File: src/rtl/subdw_pkg.sv
`timescale 1ns/1ps
package subdw_pkg;
  typedef enum logic [2:0] {
    FS_B0  = 3'd0,
    FS_B1  = 3'd1,
    FS_B2  = 3'd2,
    FS_B3  = 3'd3,
    FS_H0  = 3'd4,
    FS_H1  = 3'd5,
    FS_DW  = 3'd6,
    FS_RSV = 3'd7
  } fsel_e;

  typedef enum logic [1:0] {
    OP_XOR = 2'd0,
    OP_ADD = 2'd1,
    OP_AND = 2'd2,
    OP_RSV = 2'd3
  } aluop_e;

  typedef enum logic [1:0] {
    FILL_ZERO = 2'd0,
    FILL_SIGN = 2'd1,
    FILL_KEEP = 2'd2,
    FILL_RSV  = 2'd3
  } fill_e;
endpackage

File: src/rtl/subdw_extract.sv
`timescale 1ns/1ps
module subdw_extract #(
  parameter int DW = 32
) (
  input  logic [DW-1:0] din,
  input  logic [2:0]    sel,
  input  logic          sext,
  output logic [DW-1:0] dout
);
  import subdw_pkg::*;
  localparam int LW = DW / 4;
  localparam int HW = DW / 2;

  logic [3:0][LW-1:0] bsl;
  logic [1:0][HW-1:0] hsl;

  genvar k;
  generate
    for (k = 0; k < 4; k++) begin : g_byte
      assign bsl[k] = din[k*LW +: LW];
    end
    for (k = 0; k < 2; k++) begin : g_half
      assign hsl[k] = din[k*HW +: HW];
    end
  endgenerate

  // Byte codes, then half codes; codes 6 and 7 fall through unchanged.
  always_comb begin
    dout = din;
    if (sel < 3'(FS_H0)) begin
      dout = {{(DW-LW){sext & bsl[sel[1:0]][LW-1]}}, bsl[sel[1:0]]};
    end else if (sel < 3'(FS_DW)) begin
      dout = {{(DW-HW){sext & hsl[sel[0]][HW-1]}}, hsl[sel[0]]};
    end
  end
endmodule

File: src/rtl/subdw_alu.sv
`timescale 1ns/1ps
module subdw_alu #(
  parameter int DW = 32
) (
  input  logic [DW-1:0] opa,
  input  logic [DW-1:0] opb,
  input  logic [1:0]    op,
  output logic [DW-1:0] res
);
  import subdw_pkg::*;

  always_comb begin
    case (aluop_e'(op))
      OP_ADD:  res = opa + opb;
      OP_AND:  res = opa & opb;
      default: res = opa ^ opb;   // OP_XOR and the reserved code
    endcase
  end
endmodule

File: src/rtl/subdw_insert.sv
`timescale 1ns/1ps
module subdw_insert #(
  parameter int DW = 32
) (
  input  logic [DW-1:0] res,
  input  logic [DW-1:0] old,
  input  logic [2:0]    dsel,
  input  logic [1:0]    fill,
  output logic [DW-1:0] dout
);
  import subdw_pkg::*;
  localparam int LW   = DW / 4;
  localparam int HW   = DW / 2;
  localparam int OFFW = $clog2(DW);

  logic [DW-1:0]   zx;
  logic [DW-1:0]   sx;
  logic [DW-1:0]   fm;
  logic [OFFW-1:0] off;

  // Field width, position and mask, then shift into place.
  always_comb begin
    zx  = res;
    sx  = res;
    fm  = '1;
    off = '0;
    if (dsel < 3'(FS_H0)) begin
      zx  = {{(DW-LW){1'b0}}, res[LW-1:0]};
      sx  = {{(DW-LW){res[LW-1]}}, res[LW-1:0]};
      fm  = {{(DW-LW){1'b0}}, {LW{1'b1}}};
      off = OFFW'(int'(dsel[1:0]) * LW);
    end else if (dsel < 3'(FS_DW)) begin
      zx  = {{(DW-HW){1'b0}}, res[HW-1:0]};
      sx  = {{(DW-HW){res[HW-1]}}, res[HW-1:0]};
      fm  = {{(DW-HW){1'b0}}, {HW{1'b1}}};
      off = OFFW'(int'(dsel[0]) * HW);
    end
  end

  always_comb begin
    case (fill_e'(fill))
      FILL_SIGN: dout = sx << off;
      FILL_KEEP: dout = (old & ~(fm << off)) | (zx << off);
      default:   dout = zx << off;
    endcase
  end
endmodule

File: src/rtl/subdw_sel_unit.sv
`timescale 1ns/1ps
module subdw_sel_unit #(
  parameter int DW = 32
) (
  input  logic          clk,
  input  logic          rst,
  input  logic          in_valid,
  input  logic [DW-1:0] src_a,
  input  logic [DW-1:0] src_b,
  input  logic [2:0]    sel_a,
  input  logic [2:0]    sel_b,
  input  logic          sext_a,
  input  logic          sext_b,
  input  logic [1:0]    alu_op,
  input  logic [2:0]    dst_sel,
  input  logic [1:0]    fill_mode,
  input  logic [DW-1:0] dst_old,
  output logic          out_valid,
  output logic [DW-1:0] result
);
  import subdw_pkg::*;
  localparam int LW = DW / 4;
  localparam int HW = DW / 2;

  logic [DW-1:0] ext_a, ext_b, alu_res, ins_res;

  subdw_extract #(.DW(DW)) u_ext_a (
    .din(src_a), .sel(sel_a), .sext(sext_a), .dout(ext_a)
  );

  subdw_extract #(.DW(DW)) u_ext_b (
    .din(src_b), .sel(sel_b), .sext(sext_b), .dout(ext_b)
  );

  subdw_alu #(.DW(DW)) u_alu (
    .opa(ext_a), .opb(ext_b), .op(alu_op), .res(alu_res)
  );

  subdw_insert #(.DW(DW)) u_ins (
    .res(alu_res), .old(dst_old), .dsel(dst_sel), .fill(fill_mode), .dout(ins_res)
  );

  always_ff @(posedge clk) begin
    if (rst) begin
      out_valid <= 1'b0;
      result    <= '0;
    end else begin
      out_valid <= in_valid;
      if (in_valid) result <= ins_res;
    end
  end

  p_valid_follows_r10: assert property (@(posedge clk) disable iff (rst)
    1'b1 |=> out_valid == $past(in_valid));

  p_hold_idle_r10: assert property (@(posedge clk) disable iff (rst)
    !in_valid |=> $stable(result));

  p_full_pass_r4: assert property (@(posedge clk) disable iff (rst)
    (in_valid && sel_a >= 3'd6 && sel_b >= 3'd6 && alu_op == 2'd2 && dst_sel >= 3'd6)
    |=> result == $past(src_a & src_b));

  p_keep_upper_r9: assert property (@(posedge clk) disable iff (rst)
    (in_valid && fill_mode == 2'd2 && dst_sel == 3'd0)
    |=> result[DW-1:LW] == $past(dst_old[DW-1:LW]));

  p_zero_low_r7: assert property (@(posedge clk) disable iff (rst)
    (in_valid && fill_mode == 2'd0 && dst_sel == 3'd5)
    |=> result[HW-1:0] == '0);
endmodule

File: config.mk
export PLATFORM = sky130hd
export DESIGN_NAME = subdw_sel_unit
export DESIGN_NICKNAME = d
export VERILOG_FILES = /design/src/rtl/subdw_pkg.sv /design/src/rtl/subdw_extract.sv /design/src/rtl/subdw_alu.sv /design/src/rtl/subdw_insert.sv /design/src/rtl/subdw_sel_unit.sv
export SDC_FILE = /design/constraint.sdc
export NUM_CORES = 1
export LEC_CHECK = 0
export CORE_ASPECT_RATIO = 0.5
export CORE_MARGIN = 1.5
export CORE_UTILIZATION = 53
export CTS_BUF_LIST = sky130_fd_sc_hd__clkbuf_8 sky130_fd_sc_hd__clkbuf_16
export CTS_CLUSTER_SIZE = 14
export DETAILED_ROUTE_END_ITERATION = 16
export MAX_ROUTING_LAYER = met4
export PLACE_DENSITY = 0.93
export SLEW_MARGIN = 10
export SYNTH_ARGS = -nofsm -noshare
export SYNTH_HDL_FRONTEND = slang
export SYNTH_SLANG_ARGS = --single-unit
File: constraint.sdc
create_clock -name clk -period 6.4 [get_ports clk]
set_input_delay 0.96 -clock clk [delete_from_list [all_inputs] [get_ports clk]]
set_output_delay 0.96 -clock clk [all_outputs]
set_load 0.005 [all_outputs]
==> results of run 1 <==
cell type report:
type                    count  area share [%]
clock buffers               5            1.53
multi-input cells         868            66.8
inverters                  20           0.919
well taps                 165            2.53
clock inverters             3           0.567
repair buffers            165            19.6
flip-flops and latches     33            8.09
worst register-to-register path, stage by stage, from the launching register on:
cell and delay [ps]:
dfxtp_1 380, nor2_1 60, a211oi_1 310, a21oi_2 50, o21ai_1 120
cells by family (layout without fill, tap and decap cells):
group / after synthesis / after routing / synth area share [%]
compound gates: 427 / 427 / 44.9
flops: 33 / 33 / 9.98
mux: 26 / 26 / 4.52
buf+inv: 108 / 193 / 7.64
simple gates: 376 / 376 / 25.6
xor+xnor: 2 / 2 / 0.265
fa+ha+maj: 37 / 37 / 7.11
metal layers:
layer	part of all wire (%)	track usage [%]	vias to the layer above
met5	0	-	-
met4	3.0	11.7	0
met3	14	7.93	95
met2	40	64.1	750
met1	42	57.4	4007
li1	-	-	3968
Yosys cell counts, drive strengths merged, types with 19 or more instances:
cell type and count:
nand2 137, nor2 123, a21oi 101, clkbuf 69, o21ai 64, o21a 38, ha 36, dfxtp 33
a31oi 32, a211oi 22, buf 19, inv 19, o211ai 19
report_power, final:
part           switching, uW  internal [uW]  total (uW)
clock network            105            184         289
registers               10.9            222         233
logic                    582            375         956
flip-flops by register name, summed over array words and instances, names as in the netlist:
signal,flops
result,32
out_valid,1
stage by stage:
stage | std cells | hold slack [ps] | utilization (%)
2_1_floorplan | 1009 | 463 | -
3_3_place_gp | 1251 | 466 | 66.7
3_5_place_dp | 1251 | 472 | 66.7
4_1_cts | 1259 | 481 | 68.2
5_1_grt | 1259 | 493 | 68.2
6_report | 1259 | 483 | 68.2
final timing paths:
kind / startpoint / to / slack (ps) / cells after the start
max: sel_b[1] / result[29] / 830 / 15
min: result[12] / result[12] / 480 / 2
min reg2reg: result[12] / result[12] / 480 / 2
max reg2reg: result[20] / result[20] / 5420 / 4
==> metrics.yaml, run 1 <==
status: "finished, final reports clean"
cp_top_family: "compound AO/OA/AOI/OAI gates"
first_global_vias: 7497
slowest_delay_ps: 720
initialDrtViolationCount: 1412
h-tree-depth: 2
avgSynthCellArea_um2: 6.56
die-height_um: 82.0
crit_buf_inv: 2
yosysTopAreaCellShare_pct: 9.98
clk_pin_slew_ps: 60
final_cell_mix: "clkdlybuf4s50_1, nand2_1, nor2_1, a21oi_1, o21ai_0"
drt-wirelength-per-cell_um: 22.5
maxSlewHeadroom_pct: 29.3
nets: 1244
max_freq_ghz: 0.180
grt_use_total_pct: 42.3
diodes: 0
multi_input_area_um2: 5450
dp_hpwl_mm: 21.5
cts_tree: "built"
required_ps: 6550
synth_area_um2: 6620
cts_hold_buffers: 0
portBuffers: 146
drv_slew: 0
critPathKind: "input port to flop"
place_ws_ps: 757
placed_area_um2: 8000
clk_latency_ps: 280
end_kind: "flop"
synth.distinct_cells: 91
crit_chain: "clkdlybuf4s50_1 -> buf_4 -> nand2b_1 -> o22ai_1 -> a21oi_1 -> ha_1 -> a211oi_1 -> o211ai_2 -> a32oi_1 -> a2bb2oi_2 -> nand2b_1 -> a31oi_1 -> o211ai_1 -> a211oi_1 -> nor4_1"
synth_area_leaders: "dfxtp_1, nand2_1, a21oi_1"
coreArea_um2: 12000
setup_viol: 0
fillers: 1044
wl_mm: 28.3
ys_seq_elements: 33
drive_gt1_share_pct: 6.76
yosysWarningCount: 0
cts_setup_buffers: 0
ctsResizeCount: 0
power_density_nw_per_um2: 181
critPathLaunchType: "input port"
hold_viol_final: 0
overflow: 0
drt_first_pass_iters: 6
clock_skew_ps: 0
place.gp.congestion: 1.08
grt_max_degree: 63
rows: 28
drtAntennaViolNets: 0
setup_ws_ps: 831
p_leak_uw: 0.00304
synth.largest_area_cell: "dfxtp_1"
peakVddDrop_uv: 136
crit_fanout: 14
cts_sinks: 33
synth.net_count: 1160
die_w_um: 161
io_pins: 147
fin_area_um2: 8170
drcViolationCount: 0
synth_ff_type: "dfxtp_1"
finalCritPeriodShare_pct: 87.0
grt_pass1_wl_mm: 42.2
worstMarginPinSlew_ps: 1060
min_path_type: "flop to flop"
seqCellArea_um2: 661
syn-instance-count: 1009
clock_path_buffers: 2
power_uw: 1480
syn2layout_area_growth_pct: 23.4
cts_buffers: 5
min_period_ps: 5570
cp_slowest_cell: "clkdlybuf4s50_1"
ctsRootBufferMaster: "clkbuf_16"
rsz0062_at_grt: "false"
synth_edf_count: 0
cap_violations: 0
finalSetupTns_ps: 0
antenna_found_initial: 0
synth.yosys.seq_area_share_pct: 9.98
postSynth.asyncResetShare_pct: 0
start_util_pct: 55.3
dieArea_um2: 13200
vias_per_cell: 7.01
final_common_cell: "clkdlybuf4s50_1"
arrival_ps: 5720
vias: 8820
No activity file was read; power rests on OpenSTA's default activity.
==> run 2, diff against run 1 <==
--- a/config.mk
+++ b/config.mk
@@ -5,6 +5,7 @@
 export SDC_FILE = /design/constraint.sdc
 export NUM_CORES = 1
 export LEC_CHECK = 0
+export CAP_MARGIN = 0
 export CORE_ASPECT_RATIO = 0.5
 export CORE_MARGIN = 1.5
 export CORE_UTILIZATION = 53
@@ -13,7 +14,7 @@
 export DETAILED_ROUTE_END_ITERATION = 16
 export MAX_ROUTING_LAYER = met4
 export PLACE_DENSITY = 0.93
-export SLEW_MARGIN = 10
+export SLEW_MARGIN = 25
 export SYNTH_ARGS = -nofsm -noshare
 export SYNTH_HDL_FRONTEND = slang
 export SYNTH_SLANG_ARGS = --single-unit
==> metrics.yaml, run 2 (synthesis gave the netlist of run 1 again) <==
final_common_cell: "clkdlybuf4s50_1"
coreArea_um2: 12000
placedCellCount: 1251
die-height_um: 82.0
switching_share_pct: 47.1
rsz0062_at_grt: "false"
largest_reg_flops: 32
drcViolationCount: 0
nets: 1244
instances_no_fill: 1259
syn2layout_area_growth_pct: 23.4
cts_hold_buffers: 0
final_cell_mix: "clkdlybuf4s50_1, nand2_1, nor2_1, a21oi_1, o21ai_0"
drive_gt1_share_pct: 6.76
dp_hpwl_mm: 21.5
cap_violations: 0
initialDrtViolationCount: 1412
ctsResizeCount: 0
clk_pin_slew_ps: 60
cts_tree: "built"
cts_buffers: 5
power_density_nw_per_um2: 181
cts_sinks: 33
start_util_pct: 55.3
io_pins: 147
peakVddDrop_uv: 135
p_int_uw: 781
overflow: 0
setup_viol: 0
drv_slew: 0
regMostFlops: "result"
ctsRootBufferMaster: "clkbuf_16"
antenna_found_initial: 0
finalSetupTns_ps: 0
grt_use_total_pct: 42.3
grt_max_degree: 63
clk_latency_ps: 280
place.gp.congestion: 1.08
finalCritPeriodShare_pct: 86.9
critPathLaunchType: "input port"
required_ps: 6550
portBuffers: 146
vias_per_cell: 6.98
p_seq_share_pct: 15.8
comb_power_share_pct: 64.7
worstMarginPinSlew_ps: 1040
drtAntennaViolNets: 0
arrival_ps: 5710
h-tree-depth: 2
grt_pass1_wl_mm: 42.2
end_kind: "flop"
netSwitchingPower_uw: 697
min_path_type: "flop to flop"
hold_viol_final: 0
status: "finished, final reports clean"
power_uw: 1480
largestRegisters: "result x32, out_valid x1"
max_freq_ghz: 0.180
diodes: 0
die_w_um: 161
drt-wirelength-per-cell_um: 22.5
cts_setup_buffers: 0
rows: 28
drt_first_pass_iters: 7
p_leak_uw: 0.00304
critPathKind: "input port to flop"
wl_mm: 28.3
vias: 8793
crit_fanout: 14
dieArea_um2: 13200
clock_path_buffers: 2
clockPowerShare_pct: 19.5
first_global_vias: 7497
maxSlewHeadroom_pct: 29.6
min_period_ps: 5560
clock_skew_ps: 0
run 2: worst paths after layout:
path	start	endpoint	slack (ps)	depth (start not counted)
max	sel_b[1]	result[29]	840	15
min	result[12]	result[12]	480	2
max reg2reg	result[20]	result[20]	5430	4
min reg2reg	result[12]	result[12]	480	2
run 2: power by group through the flow:
stage	clock network [uW]	registers [uW]	logic, uW
floorplan	0	236	599
global placement	0	236	897
detailed placement	0	237	907
CTS	283	233	913
global route	297	234	1010
finish	289	233	957
run 2: layer usage:
layer | wire length (um) | track usage, % | vias up | part of all wire (%)
met5 | 0 | - | - | 0
met4 | 848 | 11.7 | 0 | 3.0
met3 | 4030 | 7.93 | 91 | 14
met2 | 11500 | 64.1 | 744 | 40
met1 | 12000 | 57.4 | 3991 | 42
li1 | - | - | 3967 | -
run 2: per-stage QoR:
step / util [%] / instance area [um2] / setup WS [ps] / hold WS [ps]
CTS: 68.2 / 8170 / 1030 / 481
finish: 68.2 / 8170 / 842 / 483
global route: 68.2 / 8170 / 630 / 493
detailed placement: 66.7 / 8000 / 757 / 472
floorplan: - / 6620 / 1420 / 463
global placement: 66.7 / 8000 / 862 / 466
run 2: area by class of cell:
type	count	area (um2)
inverter	20	75.1
multi-input combinational	868	5450
clock buffer	5	125
fill	1043	3810
clock inverter	3	46.3
sequential	33	661
timing repair buffer	165	1600
tap	165	206
run 2: critical path, stage by stage:
cell and delay (ps):
clkdlybuf4s50_1 720, buf_4 280, nand2b_1 270, o22ai_1 110, a21oi_1 350, ha_1 330, a211oi_1 400, o211ai_2 240
a32oi_1 370, a2bb2oi_2 490, nand2b_1 280, a31oi_1 400, o211ai_1 170, a211oi_1 260, nor4_1 70
